`src/rtl/txq_pkg.sv`:
```
package txq_pkg;
  localparam int BYTE_W = 8;

  typedef enum logic [1:0] {
    LVL_EMPTY = 2'b00,
    LVL_LOW   = 2'b01,
    LVL_HIGH  = 2'b10,
    LVL_FULL  = 2'b11
  } txq_level_e;

  typedef struct packed {
    logic              last;
    logic [BYTE_W-1:0] data;
  } txq_entry_t;
endpackage

```
`src/rtl/txq_store.sv`:
```
module txq_store
  import txq_pkg::*;
#(
  parameter int DEPTH = 19,
  localparam int PW = (DEPTH > 1) ? $clog2(DEPTH) : 1,
  localparam int CW = $clog2(DEPTH + 1)
) (
  input  logic          clk,
  input  logic          rst_n,
  input  logic          push,
  input  logic          pop,
  input  txq_entry_t    din,
  output txq_entry_t    head,
  output logic [CW-1:0] count
);
  txq_entry_t    mem [DEPTH];
  logic [PW-1:0] wp, rp;

  function automatic logic [PW-1:0] bump(input logic [PW-1:0] p);
    return (p == PW'(DEPTH - 1)) ? '0 : p + 1'b1;
  endfunction

  always_ff @(posedge clk) begin
    if (push) mem[wp] <= din;
  end

  always_ff @(posedge clk) begin
    if (!rst_n) begin
      wp    <= '0;
      rp    <= '0;
      count <= '0;
    end else begin
      if (push) wp <= bump(wp);
      if (pop)  rp <= bump(rp);
      case ({push, pop})
        2'b10:   count <= count + 1'b1;
        2'b01:   count <= count - 1'b1;
        default: count <= count;
      endcase
    end
  end

  assign head = mem[rp];
endmodule

```
`src/rtl/txq_level_map.sv`:
```
module txq_level_map
  import txq_pkg::*;
#(
  parameter int DEPTH  = 19,
  parameter int THRESH = 4,
  localparam int CW = $clog2(DEPTH + 1)
) (
  input  logic [CW-1:0] count,
  output txq_level_e    level
);
  always_comb begin
    if (count == '0)                   level = LVL_EMPTY;
    else if (count < CW'(THRESH))      level = LVL_LOW;
    else if (count < CW'(DEPTH))       level = LVL_HIGH;
    else                               level = LVL_FULL;
  end
endmodule

```
`src/rtl/txq_status_hold.sv`:
```
module txq_status_hold
  import txq_pkg::*;
#(
  parameter int HOLD_BITS = 2,
  localparam int HW = $clog2(HOLD_BITS + 1)
) (
  input  logic       clk,
  input  logic       rst_n,
  input  logic       bit_tick,
  input  logic       access,
  input  txq_level_e live,
  output txq_level_e held
);
  logic [HW-1:0] remain;

  always_ff @(posedge clk) begin
    if (!rst_n) begin
      remain <= '0;
      held   <= LVL_EMPTY;
    end else begin
      if (access)                     remain <= HW'(HOLD_BITS);
      else if (bit_tick && remain != '0) remain <= remain - 1'b1;
      if (!access && remain == '0)    held <= live;
    end
  end
endmodule

```
`src/rtl/txq_tagged_fifo.sv`:
```
module txq_tagged_fifo
  import txq_pkg::*;
#(
  parameter int DEPTH     = 19,
  parameter int THRESH    = 4,
  parameter int HOLD_BITS = 2
) (
  input  logic              clk,
  input  logic              rst_n,
  input  logic              bit_tick,
  input  logic              wr_en,
  input  logic [BYTE_W-1:0] wr_byte,
  input  logic              eop_req,
  output logic              eop_armed,
  input  logic              rd_en,
  output logic [BYTE_W-1:0] rd_byte,
  output logic              rd_last,
  output logic [1:0]        fifo_level,
  output logic              overflow
);
  localparam int CW = $clog2(DEPTH + 1);

  logic [CW-1:0] count;
  logic          full, empty, push, pop, access;
  txq_entry_t    head, din;
  txq_level_e    live, held;

  assign full   = (count == CW'(DEPTH));
  assign empty  = (count == '0);
  assign push   = wr_en && !full;
  assign pop    = rd_en && bit_tick && !empty;
  assign access = wr_en || (rd_en && bit_tick);
  assign din    = '{last: eop_armed, data: wr_byte};

  txq_store #(.DEPTH(DEPTH)) i_store (
    .clk(clk), .rst_n(rst_n), .push(push), .pop(pop),
    .din(din), .head(head), .count(count)
  );

  txq_level_map #(.DEPTH(DEPTH), .THRESH(THRESH)) i_map (
    .count(count), .level(live)
  );

  txq_status_hold #(.HOLD_BITS(HOLD_BITS)) i_hold (
    .clk(clk), .rst_n(rst_n), .bit_tick(bit_tick),
    .access(access), .live(live), .held(held)
  );

  assign fifo_level = held;

  always_ff @(posedge clk) begin
    if (!rst_n) begin
      eop_armed <= 1'b0;
      overflow  <= 1'b0;
      rd_byte   <= '0;
      rd_last   <= 1'b0;
    end else begin
      if (eop_req)      eop_armed <= 1'b1;
      else if (push)    eop_armed <= 1'b0;
      if (wr_en && full) overflow <= 1'b1;
      if (pop) begin
        rd_byte <= head.data;
        rd_last <= head.last;
      end
    end
  end
endmodule

```
`config.mk`:
```
export PLATFORM = sky130hd
export DESIGN_NAME = txq_tagged_fifo
export DESIGN_NICKNAME = d
export VERILOG_FILES = /design/src/rtl/txq_pkg.sv /design/src/rtl/txq_store.sv /design/src/rtl/txq_level_map.sv /design/src/rtl/txq_status_hold.sv /design/src/rtl/txq_tagged_fifo.sv
export SDC_FILE = /design/constraint.sdc
export NUM_CORES = 1
export LEC_CHECK = 0
export BUFFER_PORTS_ARGS = -buffer_cell sky130_fd_sc_hd__buf_2
export CORE_MARGIN = 2
export CORE_UTILIZATION = 58
export CTS_CLUSTER_SIZE = 12
export DETAILED_ROUTE_END_ITERATION = 8
export HOLD_SLACK_MARGIN = 0.12
export PLACE_DENSITY = 0.79
export SLEW_MARGIN = 20
export SYNTH_ARGS = -nofsm -noshare
export SYNTH_HDL_FRONTEND = slang
export SYNTH_SLANG_ARGS = --single-unit
export TNS_END_PERCENT = 1
```
`constraint.sdc`:
```
create_clock -name clk -period 4 [get_ports clk]
set_clock_uncertainty 0.05 [all_clocks]
set_input_delay 0.2 -clock clk [delete_from_list [all_inputs] [get_ports clk]]
set_output_delay 0.2 -clock clk [all_outputs]
set_load 0.01 [all_outputs]
```
# --- After elaboration in Yosys (flattened, before gate mapping) ---
# Memories as Yosys holds them, arrays and structs flattened. A register that Yosys moved wholly into a read port is not among the register bits.
# Cells that the tools add are included.
totals:
  register_bits: 21
  ram_bits: 171
  inputBits: 14
  out_inout_bits: 13
  wordCells: 52
  mem_count: 1
classes:
  add_sub_neg: 5
  n_lt_le_gt_ge: 2
  eq_ne: 5
  mux: 12
  n_bitwise: 1
  reduce_logical: 18
memory_table:
  columns: ["memory", "words", "width", "rd", "rd_ports_with_merged_regs", "write_ports", "line", "source"]
  rows:
  - ["i_store.mem", 19, 9, 1, 1, 1, "txq_store.sv:16", "txq_entry_t mem [DEPTH];"]
op_table:
  columns: ["cell", "n"]
  rows:
  - ["adder 5 x 1 -> 5 bit, second input constant", 3]
  - ["== test 5 bit, second input constant", 3]
  - ["2-to-1 mux 5 bit", 2]
  - ["one-hot mux 5 bit (2 select lines)", 1]
  - ["2-to-1 mux 2 bit", 4]
  - ["nonzero test 2 bit", 4]
  - ["logical AND 1 bit", 6]
  - ["logical NOT 5 bit", 1]
  - ["less-than comparator 5 x 3 -> 1 bit, second input constant", 1]
  - ["less-than comparator 5 bit, second input constant", 1]
  - ["2-to-1 mux 1 bit", 5]
  - ["subtractor 5 x 1 -> 5 bit, second input constant", 1]
  - ["logical NOT 1 bit", 4]
  - ["== test 2 x 1 -> 1 bit, second input constant", 1]
  - ["== test 2 bit, second input constant", 1]
  - ["logical NOT 2 bit", 1]
  - ["OR reduction 2 bit", 1]
  - ["subtractor 2 x 1 -> 2 bit, second input constant", 1]
  - ["logical OR 1 bit", 1]
  - ["NOT 1 bit", 1]

# --- Logic depth before layout (Yosys ltp) ---
# Gate-level depths: netlist of run 1.
depth:
  word_depth: 5
  depth_mapped: 13
  mapped_depth_nobuf: 11

# --- Modules after synthesis ---
# Synthesis of run 1 repeated with hierarchy kept, for this count alone.
unflattened:
  cells_unflattened: 515
  hier_area_um2: 8734.6
by_module_without_submodules:
  columns: ["mod", "n_inst", "cells_each", "area_per_inst_um2", "seq_area_each_um2"]
  rows:
  - ["txq_store", 1, 414, 7723.7, 5535.3]
  - ["txq_tagged_fifo", 1, 79, 778.2, 220.2]
  - ["txq_status_hold", 1, 17, 193.9, 80.1]
  - ["txq_level_map", 1, 5, 38.8, 0.0]

# --- Worst setup path before layout of run 1 ---
# OpenSTA, ideal clock, no wires.
synth_timing:
  path_type: "register -> register"
  from: "register i_store.count[2]"
  to: "register i_store.count[2]"
  setup_ns: 0.076
  arrival_time_ns: 2.741
  required_ns: 3.874
  path_slack_ns: 1.134
  stages_incl_launch_ff: 13
  path_buffers: 3
  synth_period_minus_slack_ns: 2.866
  path_cell_list: "dfxtp_1 > buf_2 > nor3_1 > a21oi_1 > clkbuf_1 > ha_1 > clkbuf_1 > xor2_1 > ha_1 > a21oi_1 > xor2_1 > or3_1 > a21boi_0"
synth_via:
  elab_chain_len: 5
  elab_cells_between_ends: 12
  cone_classes: "add/sub (2); eq/ne (3); mux (1); reduce/logical (6)"
synth_rtl:
  columns: ["item", "line", "source"]
  rows:
  - ["from (decl)", "txq_store.sv:14", "output logic [CW-1:0] count"]
  - ["from (signal assigned)", "txq_store.sv:36", "2'b10: count <= count + 1'b1;"]
  - ["from (signal assigned)", "txq_store.sv:37", "2'b01: count <= count - 1'b1;"]
  - ["from (signal assigned)", "txq_store.sv:38", "default: count <= count;"]
  - ["logical NOT 5 bit (*)", "txq_tagged_fifo.sv:29", "assign empty = (count == '0);"]
  - ["logical NOT 1 bit (*)", "txq_tagged_fifo.sv:31", "assign pop = rd_en && bit_tick && !empty;"]
  - ["logical AND 1 bit (*)", "txq_tagged_fifo.sv:31", null]
  - ["via i_store.pop", "txq_store.sv:11", "input logic pop,"]
  - ["== test 2 x 1 -> 1 bit / == test 2 bit (equally long branches)", "txq_store.sv:35", "case ({push, pop})"]
  - ["one-hot mux 5 bit (2 select lines) / nonzero test 2 bit (equally long branches)", null, null]
# The timed path passes the listed nets; every way through them passes the cells marked *.
# A chain may end at the register's enable or synchronous reset.

# --- Final worst setup path of run 1 ---
layout_timing:
  from: "register i_store.count[2]"
  to: "register i_store.count[2]"
layout_via:
  elab_chain_len: 5
  elab_cells_between_ends: 12
  cone_classes: "add/sub (2); eq/ne (3); mux (1); reduce/logical (6)"
layout_rtl:
  columns: ["item", "line"]
  rows:
  - ["== test 5 bit / logical NOT 5 bit (equally long branches)", "txq_tagged_fifo.sv:28, txq_tagged_fifo.sv:29"]
  - ["logical NOT 1 bit (on tied branches)", "txq_tagged_fifo.sv:30, txq_tagged_fifo.sv:31"]
  - ["logical AND 1 bit (on tied branches)", "txq_tagged_fifo.sv:30, txq_tagged_fifo.sv:31"]
  - ["== test 2 x 1 -> 1 bit / == test 2 bit (equally long branches)", "txq_store.sv:35"]
  - ["one-hot mux 5 bit (2 select lines) / nonzero test 2 bit (equally long branches)", null]
# Several ways; a longest one is shown, not always the timed one.

==> results.ini, run 1 <==
[logic_synthesis]
netlist_area_mm2=0.008108
synth-xor-area-share_pct=1.404
synthMuxAreaShare_pct=12.18
async_flop_share_pct=0
synth_adder_area_share_pct=1.543
synth_warnings=0
synth_top_family_by_area=multiplexers
synthSimpleGateAreaFrac_pct=5.756
synth_compound_area_share_pct=6.420
synth_edf_count=171
ys_seq_elements=201
syn_inst=508
synth_area_per_cell_um2=15.96
ys.flop_type=edfxtp_1
post_synth_num_cell_types=43
synth.yosys.seq_area_share_pct=70.74
syn_nets=532

[drt]
wl_per_cell_um=21.60
wirelength_um=15940
vias=4461
drt_first_pass_iters=5
viasPerCell=6.045
drc=0
antenna_left=0
drt_iter0_markers=488

[power_and_ir_drop]
power_frac_clock_pct=37.3
swShare_pct=23.15
power_frac_comb_pct=10.5
seq_power_share_pct=52.2
peakVddDrop_v=0.0003015
powerDensity_mw_per_mm2=507.5
p_leak_uw=0.002988
switchingPower_uw=1069
internal-power_uw=3549

[layout]
final.fill_count=958
syn_to_final_growth_pct=12.24
final_common_cell=edfxtp_1
nets=571
drive_gt1_share_pct=16.13
utilization_pct=66.07
mostFrequentLayoutCells=edfxtp_1, mux2i_1, nor2_1
multiInputGateArea_mm2=0.002217
insertedDiodeCount=0
regArea_mm2=0.005741
fin_cells=738
postLayoutCellArea_mm2=0.009100

[timing]
final.period_utilization_pct=72.71
fin_tns_setup_ns=0
worstMarginPinSlew_ns=0.8954
rsz0062_at_grt=false
slew_viol_final=0
fmax_ghz=0.3438
finalWorstSetupSlack_ns=1.092
period_minus_slack_ns=2.908
setup_violations=0
finalHoldViolations=0
relSlewSlack_pct=40.09

[hold_path]
worstHoldPathType=input pin to flip-flop

[clock_tree]
cts.root.buffer_cell=clkbuf_16
clkLatencyLatePin_ns=0.49
cts_max_level=1
clk_pin_slew_ns=0.06
cts_sinks=201
cts_tree=built
cts_buffer_depth=3
cts_resized=0
numCtsBuffers=21

[worst_setup_path]
required_ns=4.36
end_kind=flip-flop
critPathArrivalTime_ns=3.26
worstPathCellList=nor2_1 -> a31oi_2 -> inv_2 -> ha_1 -> xor2_1 -> ha_1 -> a21oi_1 -> xor2_1 -> or3_1 -> a21boi_0
cpPeakStageDelay_ns=0.49
critPathSlowestCell=a31oi_2
crit_buf_inv=1
criticalPathCategory=flip-flop to flip-flop
critPathTopFamily=compound AO/OA/AOI/OAI gates
cp-start-kind=flip-flop
crit_fanout=10

[global_route]
grtUsageTotal_pct=21.89
grt_util_met2_pct=35.76
overflow=0
grt_pass1_vias=4535
grt_most_used_layer=met2
use_met3_pct=3.578
grt_pass1_wl_um=24290
antenna_found_initial=0
grt_util_met1_pct=30.27
grt_max_degree=52

[job]
drv_cap=0

[placement]
postPlaceCellArea_mm2=0.008369
portBuffers=26
place_inst=691
dp_hpwl_um=9875
place_ws_ns=1.106
gp_congestion=0.8431

[floorplanning]
row_count=43
core_area_mm2=0.01377
die_x_um=122.2
dieArea_mm2=0.01494
die_h_um=122.2
initial_core_util_pct=58.87
ios=27

[run_status]
status=finished, final reports clean

## per-stage QoR
step                      hold slack, ns  total power (uW)
after floorplan                   0.2489              2772
after global placement            0.4205              2905
after detailed placement          0.4147              2923
after CTS                         0.1210              4643
after global routing              0.1272              4785
final                             0.1273              4619
## power groups by stage
stage / logic [uW] / registers (uW) / clock network (uW)
after global routing: 526 / 2420 / 1840
after detailed placement: 468 / 2460 / 0
final: 483 / 2410 / 1720
after global placement: 454 / 2450 / 0
after CTS: 484 / 2410 / 1750
after floorplan: 373 / 2400 / 0
## cells by family (layout without fill, tap and decap cells)
group	count (synthesis)	in the layout
mux	75	75
compound gates	76	76
fa+ha+maj	10	10
xor+xnor	13	13
simple gates	99	99
flops	201	201
buf+inv	34	84
## state kept, by name, summed over array words and instances, names as in the netlist
register,count
eop_armed,1
i_hold.held,2
i_hold.remain,2
i_store.count,5
i_store.mem,171
i_store.rp,5
i_store.wp,5
overflow,1
rd_byte,8
rd_last,1
## final cells by class
type,instances,area share (%)
inverters,7,0.2887
well taps,180,2.475
clock inverters,4,0.2612
clock buffers,30,6.339
repair buffers,43,3.190
multi-input cells,273,24.36
flip-flops and latches,201,63.08
## timing repair
action                                 CTS  global route
buffers inserted                         0             0
endpoints found under the hold margin  135             0
hold buffers                            13             0
setup endpoints to repair                0             0
## cells in the mapped netlist (3+ instances only)
cell	instances	area, um^2
edfxtp_1	171	5135
mux2i_1	48	480.5
nor2_1	36	135.1
dfxtp_1	30	600.6
nand2_1	23	86.33
a22o_1	18	157.7
mux4_2	18	405.4
a21oi_1	15	75.07
o21ai_0	14	70.07
clkbuf_1	13	48.80
ha_1	10	125.1
nor3_1	10	50.05
a221oi_1	9	78.83
mux2_2	9	101.4
o21ai_1	9	45.04
xor2_1	9	78.83
nor2b_1	8	50.05
buf_2	7	35.03
inv_1	6	22.52
nand4_1	5	31.28
and2_1	4	25.02
buf_1	4	15.01
xnor2_1	4	35.03
buf_6	3	33.78
nand3b_1	3	22.52
## routing by layer
layer	wire length [um]	share of wire, %
met5	0	0
met3	988	6.2
met2	7941	50
met4	371	2.3
met1	6637	42
## worst register-to-register path, cell delays in order, from the launching register on
cell,delay [ns]
dfxtp_1,0.48
nor2_1,0.14
a31oi_2,0.49
inv_2,0.09
ha_1,0.33
xor2_1,0.19
ha_1,0.20
a21oi_1,0.25
xor2_1,0.12
or3_1,0.32
a21boi_0,0.17
## path summary, 6_finish.rpt
path / slack [ns] / start / cells after the start / end
worst max-delay path: 1.09 / i_store.count[2]$_SDFFE_PN0P_ / 10 / i_store.count[2]$_SDFFE_PN0P_
worst min-delay path: 0.13 / wr_byte[3] / 1 / i_store.mem[18][3]$_DFFE_PP_
worst max register to register: 1.09 / i_store.count[2]$_SDFFE_PN0P_ / 10 / i_store.count[2]$_SDFFE_PN0P_
worst min register to register: 0.44 / i_hold.held[1]$_SDFFE_PN0P_ / 1 / i_hold.held[1]$_SDFFE_PN0P_
Power figures use the tool's default switching activity.
==> run 2, diff against run 1 <==
Clock period 4 ns to 2.7 ns, I/O delays scaled along.
==> results.ini, run 2 (synthesis results as in run 1) <==
[run_status]
status=finished, final reports clean

[layout]
drive_gt1_share_pct=19.12
final_common_cell=edfxtp_1
reg.largest.list=i_store.mem: 171 flops, rd_byte: 8 flops
largest-register=i_store.mem
final.fill_count=904
mostFrequentLayoutCells=edfxtp_1, mux2i_1, nor2_1
insertedDiodeCount=0
largest_reg_flops=171
nets=600
syn_to_final_growth_pct=15.49

[floorplanning]
die_h_um=122.2
die_x_um=122.2
core_area_mm2=0.01377
initial_core_util_pct=58.87
row_count=43
dieArea_mm2=0.01494
ios=27

[power_and_ir_drop]
seq_power_share_pct=51.1
switchingPower_uw=1626
peakVddDrop_v=0.0004085
power_frac_comb_pct=11.5
powerDensity_mw_per_mm2=738.6
internal-power_uw=5290
p_leak_uw=0.003150
swShare_pct=23.51
power_frac_clock_pct=37.4

[timing]
finalHoldViolations=0
setup_violations=0
fmax_ghz=0.4002
finalWorstSetupSlack_ns=0.2011
rsz0062_at_grt=false
fin_tns_setup_ns=0
slew_viol_final=0
final.period_utilization_pct=92.55
period_minus_slack_ns=2.499
worstMarginPinSlew_ns=0.8562
relSlewSlack_pct=42.84

[clock_tree]
cts.root.buffer_cell=clkbuf_16
cts_max_level=1
cts_tree=built
cts_resized=0
numCtsBuffers=21
cts_buffer_depth=3
clk_pin_slew_ns=0.06
cts_sinks=201
clkLatencyLatePin_ns=0.49

[drt]
drc=0
drt_iter0_markers=509
drt_first_pass_iters=5
viasPerCell=6.066
wirelength_um=17190
wl_per_cell_um=22.30
antenna_left=0
vias=4677

[worst_setup_path]
crit_fanout=10
startpoint=i_store.count[2]$_SDFFE_PN0P_
crit_end=i_store.count[2]$_SDFFE_PN0P_
required_ns=3.06
timing.rr.end=i_store.count[2]$_SDFFE_PN0P_
cp-start-kind=flip-flop
reg2reg_slack_ns=0.20
end_kind=flip-flop
reg2regPathDepth=10
r2r_start=i_store.count[2]$_SDFFE_PN0P_
criticalPathCategory=flip-flop to flip-flop
critPathArrivalTime_ns=2.86

[global_route]
overflow=0
grt_max_degree=35
antenna_found_initial=1
grtUsageTotal_pct=23.54
grt_pass1_wl_um=26010
grt_pass1_vias=4664

[placement]
gp_congestion=0.8635
portBuffers=26
place_ws_ns=0.3027
dp_hpwl_um=10920

[hold_path]
worstHoldPathType=input pin to flip-flop

[job]
drv_cap=0

run 2: cell types whose count changed in the layout (fill, tap and decap cells not counted):
cell / change
buf_4: +22
clkbuf_4: -2
clkbuf_1: +6
buf_12: +2
clkinv_2: +1
clkinv_1: -1
dlygate4sd3_1: +5
run 2: power by group through the flow:
stage	registers [uW]	logic (uW)	clock network, uW
4_1_cts	3540	790	2630
3_3_place_gp	3590	736	0
3_5_place_dp	3600	761	0
5_1_grt	3550	853	2760
2_1_floorplan	3550	555	0
6_report	3540	795	2580
run 2: metrics by stage:
stage	area [um^2]	total power, uW	instances	hold slack, ns	util (%)
finish	9364	6916	771	0.2024	67.99
global route	9364	7161	771	0.2259	67.99
CTS	9364	6955	771	0.1940	67.99
detailed placement	8574	4361	715	0.3706	62.25
global placement	8574	4330	715	0.3456	62.25
floorplan	8113	4110	508	0.1839	-
run 2: per-layer routing:
metal  share of wire, %  track usage, %  vias up
met5                  0               0        -
met4                2.8           7.974        0
met3                7.6           4.043       34
met2                 49           39.17      216
met1                 41           31.80     2329
li1                   -               -     2098
run 2: cell type report:
cell class | count | area, um^2 | share of cell area, %
clock buffer | 34 | 584.3 | 6.240
sequential | 201 | 5741 | 61.30
multi-input combinational | 273 | 2217 | 23.68
timing repair buffer | 72 | 545.5 | 5.826
inverter | 7 | 26.28 | 0.2806
clock inverter | 4 | 25.02 | 0.2672
tap | 180 | 225.2 | 2.405
run 2: worst min path at each step:
stage	start	endpoint	slack, ns	depth (start not counted)
2_1_floorplan	wr_byte[0]	i_store.mem[0][0]$_DFFE_PP_	0.18	0
3_3_place_gp	eop_req	eop_armed$_SDFFE_PN0P_	0.35	3
3_5_place_dp	eop_req	eop_armed$_SDFFE_PN0P_	0.37	3
4_1_cts	bit_tick	rd_byte[0]$_SDFFE_PN0P_	0.19	5
5_1_grt	bit_tick	rd_byte[5]$_SDFFE_PN0P_	0.23	5
6_report	bit_tick	rd_byte[3]$_SDFFE_PN0P_	0.20	5
run 2: timing repair:
item,4_1_cts,5_1_grt
hold buffers,18,0
buffers inserted,0,0
endpoints found under the setup margin,0,0
hold endpoints to repair,172,0
run 2: worst max-delay path: stages, from the launching register on:
cell      delay [ns]
dfxtp_1         0.46
nor2_1          0.14
a31oi_2         0.26
inv_2           0.08
ha_1            0.21
xor2_1          0.16
ha_1            0.18
a21oi_1         0.27
xor2_1          0.13
or3_1           0.31
a21boi_0        0.17
==> run 3, diff against run 2 <==
Settings changed: RECOVER_POWER set to 25.
==> results.ini, run 3 (synthesis results as in run 1) <==
[hold_path]
hold_path_end=rd_byte[3]$_SDFFE_PN0P_
worstHoldPathType=input pin to flip-flop
hp-start=bit_tick
whs_path_depth=5

[placement]
portBuffers=26
gp_congestion=0.8635
dp_hpwl_um=10920
place_inst=715

[drt]
drc=0
viasPerCell=6.044
wl_per_cell_um=22.38
antenna_left=0
drt_iter0_markers=533
drt_first_pass_iters=5
wirelength_um=17260
vias=4660

[global_route]
overflow=0
grt_most_used_layer=met2
grt_pass1_wl_um=26010
grtUsageTotal_pct=23.54
grt_pass1_vias=4664
antenna_found_initial=1
use_met3_pct=4.043
grt_util_met2_pct=39.17
grt_util_met1_pct=31.80
grt_max_degree=35

[floorplanning]
die_h_um=122.2
initial_core_util_pct=58.87
die_x_um=122.2
core_area_mm2=0.01377
row_count=43
ios=27
dieArea_mm2=0.01494

[layout]
nets=600
mostFrequentLayoutCells=edfxtp_1, mux2i_1, nor2_1
drive_gt1_share_pct=18.10
regArea_mm2=0.005741
reg.largest.list=i_store.mem: 171 flops, rd_byte: 8 flops
final_common_cell=edfxtp_1
largest_reg_flops=171
utilization_pct=67.93
insertedDiodeCount=0
largest-register=i_store.mem
fin_cells=771
multiInputGateArea_mm2=0.002217
syn_to_final_growth_pct=15.40
final.fill_count=906

[power_and_ir_drop]
powerDensity_mw_per_mm2=739.3
p_leak_uw=0.003134
peakVddDrop_v=0.0004074

[clock_tree]
cts_sinks=201
cts_tree=built
cts_buffer_depth=3
clk_pin_slew_ns=0.06
cts_max_level=1
cts_resized=0
clkLatencyLatePin_ns=0.50
numCtsBuffers=21
cts.root.buffer_cell=clkbuf_16

[timing]
holdWs_ns=0.2026
fmax_ghz=0.4027
worstMarginPinSlew_ns=0.9603
rsz0062_at_grt=false
slew_viol_final=0
fin_tns_setup_ns=0
period_minus_slack_ns=2.483
relSlewSlack_pct=35.98
final.period_utilization_pct=91.96
finalHoldViolations=0
setup_violations=0

[worst_setup_path]
crit_fanout=10
r2r_start=i_store.count[2]$_SDFFE_PN0P_
required_ns=3.06
reg2reg_slack_ns=0.22
cp-start-kind=flip-flop
end_kind=flip-flop
criticalPathCategory=flip-flop to flip-flop
critPathArrivalTime_ns=2.84
reg2regPathDepth=10
timing.rr.end=i_store.count[2]$_SDFFE_PN0P_

[job]
drv_cap=0

[run_status]
status=finished, final reports clean

==> run 3: worst max-delay path, stage by stage, from the launching register on <==
cell and delay (ns):
dfxtp_1 0.46, nor2_1 0.14, a31oi_2 0.25, inv_2 0.08, ha_1 0.21, xor2_1 0.15, ha_1 0.18, a21oi_1 0.27
xor2_1 0.13, or3_1 0.31, a21boi_0 0.16
==> run 3: cell type report <==
class / instances / area share [%]
clock buffer: 34 / 6.245
clock inverter: 4 / 0.2675
inverter: 7 / 0.2808
multi-input combinational: 273 / 23.70
sequential: 201 / 61.35
tap: 180 / 2.407
timing repair buffer: 72 / 5.750
==> run 3: per-stage QoR <==
stage	area [um^2]	power, uW	worst slack (ns)
2_1_floorplan	8113	4110	0.05923
3_3_place_gp	8574	4330	0.4081
3_5_place_dp	8574	4361	0.3027
4_1_cts	9364	6955	0.2684
5_1_grt	9356	7161	0.04392
6_report	9356	6917	0.2170
==> run 3: repair_timing <==
action	in CTS	in global routing
hold buffers	18	0
setup endpoints to repair	0	0
hold endpoints to repair	172	0
setup buffers	0	0
==> run 3: power by group <==
| part | leakage (uW) | switching, uW | internal [uW] |
|---|---|---|---|
| combinational | 0.00105 | 430 | 366 |
| sequential | 0.00179 | 93.8 | 3440 |
| clock | 0.000290 | 1100 | 1480 |
| total | 0.00313 | 1630 | 5290 |
==> run 3: how the worst max path moves through the flow <==
stage                                             start                       endpoint  slack (ns)  depth (start not counted)
after floorplan           i_store.count[2]$_SDFFE_PN0P_  i_store.count[2]$_SDFFE_PN0P_        0.06                         12
after global placement    i_store.count[2]$_SDFFE_PN0P_  i_store.count[2]$_SDFFE_PN0P_        0.41                         10
after detailed placement  i_store.count[2]$_SDFFE_PN0P_  i_store.count[2]$_SDFFE_PN0P_        0.30                         10
after CTS                 i_store.count[2]$_SDFFE_PN0P_  i_store.count[2]$_SDFFE_PN0P_        0.27                         10
after global routing      i_store.count[2]$_SDFFE_PN0P_  i_store.count[2]$_SDFFE_PN0P_        0.04                         10
final                     i_store.count[2]$_SDFFE_PN0P_  i_store.count[2]$_SDFFE_PN0P_        0.22                         10
==> run 3: metal layers <==
| metal | vias up | wire (um) |
|---|---|---|
| li1 | 2098 | - |
| met1 | 2307 | 6996 |
| met2 | 221 | 8403 |
| met3 | 34 | 1378 |
| met4 | 0 | 478 |
| met5 | - | 0 |
